**src/rtl/pdw_pkg.sv**
```systemverilog
package pdw_pkg;

    typedef enum logic [1:0] {
        K_CMD    = 2'd0,
        K_PARAM  = 2'd1,
        K_DUMMY  = 2'd2,
        K_COLOUR = 2'd3
    } kind_e;

    typedef enum logic [1:0] {
        PH_IDLE  = 2'd0,
        PH_LEAD  = 2'd1,
        PH_TRAIL = 2'd2,
        PH_GAP   = 2'd3
    } phase_e;

endpackage

```
**src/rtl/pdw_bit_mirror.sv**
```systemverilog
module pdw_bit_mirror (
    input  logic        wide_i,
    input  logic [15:0] d_i,
    output logic [15:0] q_o
);
    logic [15:0] full;
    logic [7:0]  half;

    for (genvar i = 0; i < 16; i++) begin : g_full
        assign full[i] = d_i[15 - i];
    end
    for (genvar j = 0; j < 8; j++) begin : g_half
        assign half[j] = d_i[7 - j];
    end

    assign q_o = wide_i ? full : {8'h00, half};
endmodule

```
**src/rtl/pdw_beat_plan.sv**
```systemverilog
module pdw_beat_plan
    import pdw_pkg::*;
#(
    parameter int unsigned WORD_W = 32,
    parameter int unsigned IDX_W  = 2
) (
    input  kind_e              kind_i,
    input  logic [WORD_W-1:0]  word_i,
    input  logic               first_i,
    input  logic [IDX_W-1:0]   idx_i,
    input  logic               bus16_i,
    input  logic [IDX_W-1:0]   cmd_len_i,
    input  logic [IDX_W-1:0]   par_len_i,
    input  logic               bit_rev_i,
    input  logic               byte_swap_i,
    output logic [IDX_W-1:0]   last_idx_o,
    output logic [15:0]        beat_o
);
    localparam int unsigned BYTES = WORD_W / 8;

    logic [IDX_W-1:0]  blen;
    logic [IDX_W-1:0]  sel;
    logic [15:0]       col;
    logic [WORD_W-1:0] masked;
    logic [WORD_W-1:0] src;
    logic [WORD_W-1:0] shifted;
    logic [15:0]       raw;
    logic [15:0]       mir;

    always_comb begin
        case (kind_i)
            K_CMD:   blen = cmd_len_i;
            K_PARAM: blen = par_len_i;
            K_DUMMY: blen = '0;
            default: blen = IDX_W'(1);
        endcase
    end

    assign last_idx_o = bus16_i ? (blen >> 1) : blen;
    assign sel        = first_i ? last_idx_o : idx_i;
    assign col        = byte_swap_i ? {word_i[7:0], word_i[15:8]} : word_i[15:0];

    always_comb begin
        for (int b = 0; b < int'(BYTES); b++) begin
            masked[8*b +: 8] = (b <= int'(blen)) ? word_i[8*b +: 8] : 8'h00;
        end
    end

    always_comb begin
        case (kind_i)
            K_COLOUR: src = WORD_W'(col);
            K_DUMMY:  src = '0;
            default:  src = masked;
        endcase
    end

    assign shifted = src >> (bus16_i ? {sel, 4'b0000} : {1'b0, sel, 3'b000});
    assign raw     = bus16_i ? shifted[15:0] : {8'h00, shifted[7:0]};

    pdw_bit_mirror u_mirror (
        .wide_i (bus16_i),
        .d_i    (raw),
        .q_o    (mir)
    );

    assign beat_o = (kind_i == K_COLOUR && bit_rev_i) ? mir : raw;
endmodule

```
**src/rtl/pdw_top.sv**
```systemverilog
module pdw_top
    import pdw_pkg::*;
#(
    parameter int unsigned WORD_W = 32,
    parameter int unsigned DIV_W  = 8,
    localparam int unsigned IDX_W = (WORD_W / 8 > 2) ? $clog2(WORD_W / 8) : 1
) (
    input  logic              clk,
    input  logic              rst_n,
    input  logic [DIV_W-1:0]  cfg_div,
    input  logic              cfg_bus16,
    input  logic [IDX_W-1:0]  cfg_cmd_len,
    input  logic [IDX_W-1:0]  cfg_par_len,
    input  logic [3:0]        cfg_dc_lvl,
    input  logic              cfg_cs_use,
    input  logic              cfg_cs_high,
    input  logic              cfg_latch_fall,
    input  logic              cfg_wr_idle_low,
    input  logic              cfg_bit_rev,
    input  logic              cfg_byte_swap,
    output logic              cfg_err,
    input  logic              in_valid,
    output logic              in_ready,
    input  logic [1:0]        in_kind,
    input  logic [WORD_W-1:0] in_word,
    input  logic              in_last,
    output logic              lcd_cs,
    output logic              lcd_dc,
    output logic              lcd_wr,
    output logic [15:0]       lcd_dat,
    output logic              xfer_done
);
    typedef struct packed {
        phase_e            ph;
        logic [DIV_W-1:0]  cnt;
        logic [IDX_W-1:0]  idx;
        kind_e             kind;
        logic [WORD_W-1:0] word;
        logic              last;
        logic              had_col;
        logic [15:0]       dat;
        logic              done;
    } st_t;

    st_t s_q, s_d;

    logic              take;
    kind_e             plan_kind;
    logic [WORD_W-1:0] plan_word;
    logic [IDX_W-1:0]  plan_last;
    logic [15:0]       plan_beat;
    logic              pre_lvl;

    assign cfg_err   = (cfg_div == '0);
    assign in_ready  = !cfg_err && (s_q.ph == PH_IDLE || s_q.ph == PH_GAP);
    assign take      = in_valid && in_ready;
    assign plan_kind = take ? kind_e'(in_kind) : s_q.kind;
    assign plan_word = take ? in_word : s_q.word;
    assign pre_lvl   = cfg_latch_fall;

    pdw_beat_plan #(
        .WORD_W (WORD_W),
        .IDX_W  (IDX_W)
    ) u_plan (
        .kind_i      (plan_kind),
        .word_i      (plan_word),
        .first_i     (take),
        .idx_i       (s_q.idx - IDX_W'(1)),
        .bus16_i     (cfg_bus16),
        .cmd_len_i   (cfg_cmd_len),
        .par_len_i   (cfg_par_len),
        .bit_rev_i   (cfg_bit_rev),
        .byte_swap_i (cfg_byte_swap),
        .last_idx_o  (plan_last),
        .beat_o      (plan_beat)
    );

    always_comb begin
        s_d      = s_q;
        s_d.done = 1'b0;
        case (s_q.ph)
            PH_IDLE, PH_GAP: begin
                if (take) begin
                    s_d.ph      = PH_LEAD;
                    s_d.cnt     = cfg_div - DIV_W'(1);
                    s_d.idx     = plan_last;
                    s_d.kind    = kind_e'(in_kind);
                    s_d.word    = in_word;
                    s_d.last    = in_last;
                    s_d.had_col = (s_q.ph == PH_GAP && s_q.had_col) ||
                                  (in_kind == K_COLOUR);
                    s_d.dat     = plan_beat;
                end
            end
            PH_LEAD: begin
                if (s_q.cnt == '0) begin
                    s_d.ph  = PH_TRAIL;
                    s_d.cnt = cfg_div - DIV_W'(1);
                end else begin
                    s_d.cnt = s_q.cnt - DIV_W'(1);
                end
            end
            default: begin
                if (s_q.cnt != '0) begin
                    s_d.cnt = s_q.cnt - DIV_W'(1);
                end else if (s_q.idx != '0) begin
                    s_d.ph  = PH_LEAD;
                    s_d.cnt = cfg_div - DIV_W'(1);
                    s_d.idx = s_q.idx - IDX_W'(1);
                    s_d.dat = plan_beat;
                end else if (s_q.last) begin
                    s_d.ph      = PH_IDLE;
                    s_d.done    = s_q.had_col;
                    s_d.had_col = 1'b0;
                end else begin
                    s_d.ph = PH_GAP;
                end
            end
        endcase
    end

    always_ff @(posedge clk or negedge rst_n) begin
        if (!rst_n) begin
            s_q <= '{ph: PH_IDLE, kind: K_CMD, default: '0};
        end else begin
            s_q <= s_d;
        end
    end

    always_comb begin
        case (s_q.ph)
            PH_IDLE:  lcd_wr = !cfg_wr_idle_low;
            PH_LEAD:  lcd_wr = pre_lvl;
            default:  lcd_wr = !pre_lvl;
        endcase
        if (s_q.ph == PH_IDLE) begin
            lcd_dc = cfg_dc_lvl[0];
        end else begin
            case (s_q.kind)
                K_CMD:   lcd_dc = cfg_dc_lvl[1];
                K_DUMMY: lcd_dc = cfg_dc_lvl[2];
                default: lcd_dc = cfg_dc_lvl[3];
            endcase
        end
    end

    assign lcd_cs    = (cfg_cs_use && s_q.ph == PH_IDLE) ? !cfg_cs_high : cfg_cs_high;
    assign lcd_dat   = s_q.dat;
    assign xfer_done = s_q.done;
endmodule

```
**config.mk**
```make
export PLATFORM = sky130hd
export DESIGN_NAME = pdw_top
export DESIGN_NICKNAME = d
export VERILOG_FILES = /design/src/rtl/pdw_pkg.sv /design/src/rtl/pdw_bit_mirror.sv /design/src/rtl/pdw_beat_plan.sv /design/src/rtl/pdw_top.sv
export SDC_FILE = /design/constraint.sdc
export NUM_CORES = 1
export LEC_CHECK = 0
export ABC_CLOCK_PERIOD_IN_PS = 3530
export BUFFER_PORTS_ARGS = -buffer_cell sky130_fd_sc_hd__buf_2
export CAP_MARGIN = 10
export CORE_MARGIN = 2
export CORE_UTILIZATION = 41
export CTS_CLUSTER_DIAMETER = 30
export DETAILED_ROUTE_END_ITERATION = 8
export GPL_TIMING_DRIVEN = 1
export PLACE_DENSITY = 0.58
export SYNTH_ARGS = -nofsm -noshare
export SYNTH_HDL_FRONTEND = slang
export SYNTH_SLANG_ARGS = --single-unit
```
**constraint.sdc**
```tcl
create_clock -name clk -period 3.53 [get_ports clk]
set_clock_uncertainty 0.15 [all_clocks]
set_input_delay 0.353 -clock clk [delete_from_list [all_inputs] [get_ports clk]]
set_output_delay 0.353 -clock clk [all_outputs]
set_load 0.05 [all_outputs]
```
==> results of run 1 <==
## registers in the layout (all words and copies together) (netlist names)
signal	flops
s_q	48
lcd_dat	16
xfer_done	1
## placed cells by master, fill, tap and decap left out, types with 5 or more instances in the layout
cell | Yosys | layout
o22ai_1 | 14 | 14
nand4_1 | 9 | 9
o211ai_1 | 13 | 13
a22oi_1 | 5 | 5
clkbuf_16 | 0 | 9
o21a_1 | 5 | 5
buf_4 | 18 | 32
a311oi_1 | 5 | 5
nand3_1 | 13 | 13
mux2_2 | 20 | 20
o31ai_1 | 14 | 14
nand2_1 | 67 | 67
ha_1 | 7 | 7
nor3b_1 | 7 | 7
mux2i_1 | 13 | 13
nor3_1 | 17 | 17
nor2_1 | 29 | 29
a221oi_1 | 5 | 5
xnor2_1 | 5 | 5
a31oi_1 | 8 | 8
o21ai_0 | 27 | 27
mux4_2 | 11 | 11
inv_1 | 23 | 23
a211oi_1 | 6 | 6
and3_1 | 11 | 11
dfrtp_1 | 65 | 65
and2_1 | 9 | 9
a22o_1 | 6 | 6
buf_2 | 10 | 82
a21oi_1 | 21 | 21
## per-stage QoR
stage / utilization, % / power, uW / hold WS, ns
floorplan: - / 4440 / -0.0926
global placement: 46.4 / 5420 / 0.327
detailed placement: 46.4 / 5470 / 0.335
CTS: 48.8 / 6380 / 0.0532
global route: 48.9 / 6890 / 0.0550
finish: 48.9 / 6430 / 0.0574
## power by group
group	internal [uW]	switching [uW]
clock network	556	319
logic	1580	2650
registers	1100	224
## worst max-delay path by stage
stage	start	endpoint	slack (ns)	cells after the start
2_1_floorplan	s_q[63]	lcd_dat[12]	0.53	11
3_3_place_gp	cfg_div[0]	lcd_dat[15]	0.18	11
3_5_place_dp	cfg_div[0]	lcd_dat[15]	0.07	11
4_1_cts	s_q[63]	s_q[60]	0.30	8
5_1_grt	s_q[63]	lcd_dat[5]	0.09	10
6_report	s_q[64]	lcd_dat[5]	0.30	10
## metal layers
metal	track usage, %	up-vias	wire, um
li1	-	2262	-
met1	35.6	2305	7150
met2	37.8	217	7080
met3	4.53	26	1140
met4	8.03	0	274
met5	0	-	0
## kinds of logic (layout without fill, tap and decap cells)
family / Yosys count / in the layout / synth area share [%]
AO/OA/AOI/OAI: 168 / 168 / 24.2
XOR/XNOR: 7 / 7 / 1.22
adder cells (fa/ha/maj): 7 / 7 / 1.74
buffers and inverters: 74 / 154 / 7.78
flip-flops: 65 / 65 / 32.3
multiplexers: 48 / 48 / 13.0
AND/OR/NAND/NOR: 194 / 194 / 19.8
## cells in the mapped netlist (3+ instances only)
master    number  area [um2]
a211oi_1       6        45.0
a21boi_0       4        30.0
a21o_1         4        30.0
a21oi_1       21         105
a221oi_1       5        43.8
a22o_1         6        52.6
a22oi_1        5        37.5
a311oi_1       5        43.8
a31oi_1        8        50.1
and2_1         9        56.3
and3_1        11        68.8
buf_2         10        50.1
buf_4         18         135
buf_6          3        33.8
clkbuf_1      15        56.3
dfrtp_1       65        1630
ha_1           7        87.6
inv_1         23        86.3
mux2_2        20         225
mux2i_1       13         130
mux4_2        11         248
nand2_1       67         251
nand2b_1       4        25.0
nand3_1       13        65.1
nand4_1        9        56.3
nor2_1        29         109
nor2b_1        4        25.0
nor3_1        17        85.1
nor3b_1        7        52.6
nor4_1         4        25.0
nor4b_1        3        26.3
o211ai_1      13        97.6
o21a_1         5        37.5
o21ai_0       27         135
o21ai_1        3        15.0
o221ai_1       3        26.3
o22ai_1       14        87.6
o31ai_1       14         105
o32ai_1        3        26.3
or3_1          3        18.8
xnor2_1        5        43.8
## worst max-delay path, cell delays in order (launching register included)
cell and delay (ns):
dfrtp_1 0.36, inv_1 0.08, ha_1 0.36, buf_4 0.19
and3b_1 0.19, a21boi_1 0.15, or4_1 0.67, a32oi_2 0.35
nor2_1 0.11, o31ai_1 0.30, o2111ai_1 0.16
## cell type report
| cell class | instances | area share, % |
|---|---|---|
| tap | 147 | 3.13 |
| timing repair buffer | 115 | 11.2 |
| multi-input combinational | 424 | 51.5 |
| clock inverter | 3 | 0.724 |
| clock buffer | 11 | 4.13 |
| sequential | 65 | 27.7 |
| inverter | 25 | 1.60 |
==> flow_metrics.tcl, run 1 <==
set metrics [dict create \
    reg2reg_slack_ns 0.30 \
    finalMaxSlewViolations 0 \
    worstHoldStart "in_last" \
    start_util_pct 41.9 \
    holdPathEnd "s_q[18]" \
    pre_cts_slack_ns 0.0684 \
    post_cts_buffers 0 \
    cts-root-buf "clkbuf_16" \
    synth_cells 563 \
    synth_top_flop_cell "dfrtp_1" \
    area_growth_pct 16.6 \
    grt_pass1_vias 4621 \
    multi_input_area_mm2 0.00302 \
    synth_cell_types 74 \
    antenna_found_initial 0 \
    worstRegToRegCells 10 \
    grt_pass1_wl_um 25200 \
    clk_path_buf_depth 2 \
    r2r_start "s_q[64]" \
    cts_tree "built" \
    timing.setup.tns_ns 0 \
    syn-cell-area_mm2 0.00503 \
    required_ns 3.58 \
    nets 708 \
    ys_ff_latch 65 \
    cts-hold-fix-buffers 0 \
    yosysWarnings 0 \
    r2r-end "lcd_dat[5]" \
    worst_setup_path_start_kind "register" \
    vias_per_cell 6.09 \
    vias 4810 \
    end_kind "register" \
    maxCapViolations 0 \
    drt-pass1-iter-count 5 \
    fin_ws_ns 0.301 \
    routed_wl_um 15600 \
    avgSynthCellArea_um2 8.94 \
    fin_cells 790 \
    dieArea_mm2 0.0132 \
    synth_edf_count 0 \
    drt_iter0_drc 363 \
    maxSlewHeadroom_pct 25.0 \
    die_y_um 115 \
    final-seq-area_mm2 0.00163 \
    rsz0062_at_grt "false" \
    row_count 40 \
    setup_violations 0 \
    vdd_drop_max_mv 0.506 \
    syn_nets 631 \
    hold_viol 0 \
    ys_seq_area_share_pct 32.3 \
    cts_max_level 3 \
    dieWidth_um 115 \
    ios 83 \
    crit_fanout 9 \
    gp_congestion 0.917 \
    diodes 0 \
    hpwlAfterDp_um 12000 \
    clock-sinks 65 \
    core_mm2 0.0120 \
    place_inst 775 \
    synth-async-reset-ratio_pct 100 \
    drc 0 \
    powerDensity_mw_per_mm2 1090 \
    crit_type "reg -> reg" \
    timing.fmax_ghz 0.310 \
    portBuffers 82 \
    ctsResizeCount 0 \
    wire_per_inst_um 19.8 \
    clk_pin_slew_worst_paths_ns 0.05 \
    grt_max_degree 46 \
    fin_area_mm2 0.00587 \
    fin_crit_ns 3.23 \
    finalCritPeriodShare_pct 91.5 \
    overflow 0 \
    worst_pin_slew_ns 1.13 \
    cts_buffers 9 \
    ant_nets 0 \
    p_leak_uw 0.00263 \
    hp-class "in -> reg" \
    track_usage_pct 24.7 \
    worstSkewPairLatency_ns 0.34 \
    holdPathStages 3 \
    fill_cells 1187 \
    arrival_ns 3.28 \
    drive_above_1_share_pct 27.7 \
    post_dp_cell_area_mm2 0.00558 \
    status "completed" \
]
Note: power is estimated with default switching activity, not from simulation.
==> run 2: changes to the inputs <==
--- a/config.mk
+++ b/config.mk
@@ -10,6 +10,7 @@
 export CAP_MARGIN = 10
 export CORE_MARGIN = 2
 export CORE_UTILIZATION = 41
+export CTS_BUF_LIST = sky130_fd_sc_hd__clkbuf_2
 export CTS_CLUSTER_DIAMETER = 30
 export DETAILED_ROUTE_END_ITERATION = 8
 export GPL_TIMING_DRIVEN = 1
==> run 2 against run 1 <==
  * Combinational power up 0.9%
  * Register-to-register slack better by 0.03 ns
  * Via count is 2.4% higher
  * Total power fell by 6.4%
  * Design area up 2.7%
  * Fmax fell by 4.5%
  * Sequential power hardly changed
  * First-iteration DRC count is 8.8% higher
  * Count of clock-buffer cells in the layout is 1 lower
  * Die area is the same
  * Sequential share of layout area is 0.74 points lower
  * Core utilization up 1.3 points
  * Critical endpoint is now lcd_dat[15]
  * Largest cell class unchanged
  * Largest power group unchanged
==> flow_metrics.tcl, run 2 (synthesis results as in run 1) <==
set metrics [dict create \
    status "completed" \
    wire_per_inst_um 19.2 \
    rsz0062_at_grt "false" \
    ant_nets 0 \
    dieArea_mm2 0.0132 \
    finalCritPeriodShare_pct 95.7 \
    nets 742 \
    area_growth_pct 19.8 \
    grt_max_degree 46 \
    clk_path_buf_depth 2 \
    diodes 0 \
    critPathSlowestCell "or3b_2" \
    path_cells "dlygate4sd3_1 -> buf_2 -> inv_1 -> ha_1 -> or3b_2 -> o21ai_4 -> buf_4 -> mux2i_2 -> o22ai_1 -> and3_1 -> nor3_1 -> o221ai_1" \
    cts_tree "built" \
    largest_reg_flops 48 \
    drt_iter0_drc 395 \
    setup_violations 0 \
    drc 0 \
    cts-root-buf "clkbuf_2" \
    worstHoldStart "cfg_bit_rev" \
    die_y_um 115 \
    start_util_pct 41.9 \
    maxSlewHeadroom_pct 27.1 \
    vias_per_cell 5.98 \
    swShare_pct 52.6 \
    crit_type "in -> reg" \
    grt_pass1_wl_um 25600 \
    cp_num_buf_inv 4 \
    required_ns 3.85 \
    finalMaxSlewViolations 0 \
    seqPwrFrac_pct 21.8 \
    drive_above_1_share_pct 26.6 \
    crit_path_max_incr_delay_ns 0.55 \
    comb_power_share_pct 70.9 \
    worst_pin_slew_ns 1.09 \
    clock-sinks 65 \
    mostFrequentLayoutCell "buf_2" \
    worstRegToRegCells 10 \
    timing.fmax_ghz 0.296 \
    r2r_start "s_q[64]" \
    r2r-end "lcd_dat[5]" \
    p_sw_uw 3170 \
    gp_congestion 0.917 \
    p_clk_share_pct 7.3 \
    drt-pass1-iter-count 5 \
    cts_buffers 9 \
    clk_pin_slew_worst_paths_ns 0.20 \
    p_int_uw 2850 \
    crit_fanout 19 \
    arrival_ns 3.70 \
    regMostFlops "s_q" \
    antenna_found_initial 0 \
    hp-class "in -> reg" \
    track_usage_pct 25.1 \
    fin_crit_ns 3.38 \
    timing.setup.tns_ns 0 \
    overflow 0 \
    maxCapViolations 0 \
    ios 83 \
    routed_wl_um 15800 \
    vdd_drop_max_mv 0.413 \
    vias 4924 \
    reg2reg_slack_ns 0.33 \
    hold_slack_ns 0.0612 \
    holdPathEnd "lcd_dat[2]" \
    fin_cells 824 \
    place_inst 775 \
    end_kind "register" \
    crit_family "buffers and inverters" \
    cts_max_level 3 \
    final_cell_mix "82 x buf_2, 67 x nand2_1, 65 x dfrtp_1" \
    row_count 40 \
    hold_viol 0 \
    hpwlAfterDp_um 12000 \
    worst_setup_path_start_kind "primary input" \
    dieWidth_um 115 \
    p_leak_uw 0.00270 \
    worstSkewPairLatency_ns 0.58 \
    holdPathStages 4 \
    grt_pass1_vias 4728 \
    core_mm2 0.0120 \
    powerDensity_mw_per_mm2 997 \
    portBuffers 82 \
]
[run 2: changes by cell type in the layout (fill, tap and decap cells not counted), sizes merged]
cell,previous run,this run
dlygate4sd3,0,34
clkbuf,12,11
clkinv,3,4
[run 2: worst max-delay path by stage]
stage / end / from / slack, ns / cells after the start
6_report: lcd_dat[15] / cfg_div[0] / 0.15 / 12
5_1_grt: lcd_dat[15] / cfg_div[0] / 0.01 / 12
4_1_cts: lcd_dat[15] / cfg_div[0] / 0.15 / 12
3_5_place_dp: lcd_dat[15] / cfg_div[0] / 0.07 / 11
3_3_place_gp: lcd_dat[15] / cfg_div[0] / 0.18 / 11
2_1_floorplan: lcd_dat[12] / s_q[63] / 0.53 / 11
[run 2: tightest hold or removal path, stage by stage]
cell      delay [ns]
buf_2           0.15
a221oi_4        0.11
o211ai_1        0.09
nand4_1         0.07
[run 2: layer usage]
metal | vias up | global-route usage, % | part of all wire (%)
li1 | 2328 | - | -
met1 | 2372 | 36.2 | 47
met2 | 192 | 38.7 | 46
met3 | 32 | 3.53 | 5.8
met4 | 0 | 9.40 | 1.9
met5 | - | 0 | 0
[run 2: what timing repair did]
action	in CTS	in global routing
buffers inserted	0	0
hold buffers	34	0
setup endpoints to repair	0	3
gates resized for setup	0	2
hold endpoints to repair	76	0
[run 2: final cells by class]
cell class                 count  area, um2
inverter                      25       93.8
timing repair buffer         149        998
clock inverter                 4       46.3
multi-input combinational    424       3030
sequential                    65       1630
clock buffer                  10       50.0
fill                        1180       5980
tap                          147        184
[run 2: power groups by stage]
stage	Clock, uW	Combinational, uW	Sequential, uW
2_1_floorplan	0	3200	1240
3_3_place_gp	0	4100	1320
3_5_place_dp	0	4140	1330
4_1_cts	453	4190	1310
5_1_grt	483	4640	1350
6_report	437	4270	1310
[run 2: stage by stage]
step                cell area [um2]  worst slack (ns)  utilization [%]  power, uW
floorplan                      5030             0.533                -       4440
global placement               5580             0.176             46.4       5420
detailed placement             5580            0.0684             46.4       5470
CTS                            6020             0.146             50.1       5950
global route                   6030            0.0120             50.2       6480
finish                         6030             0.151             50.2       6020
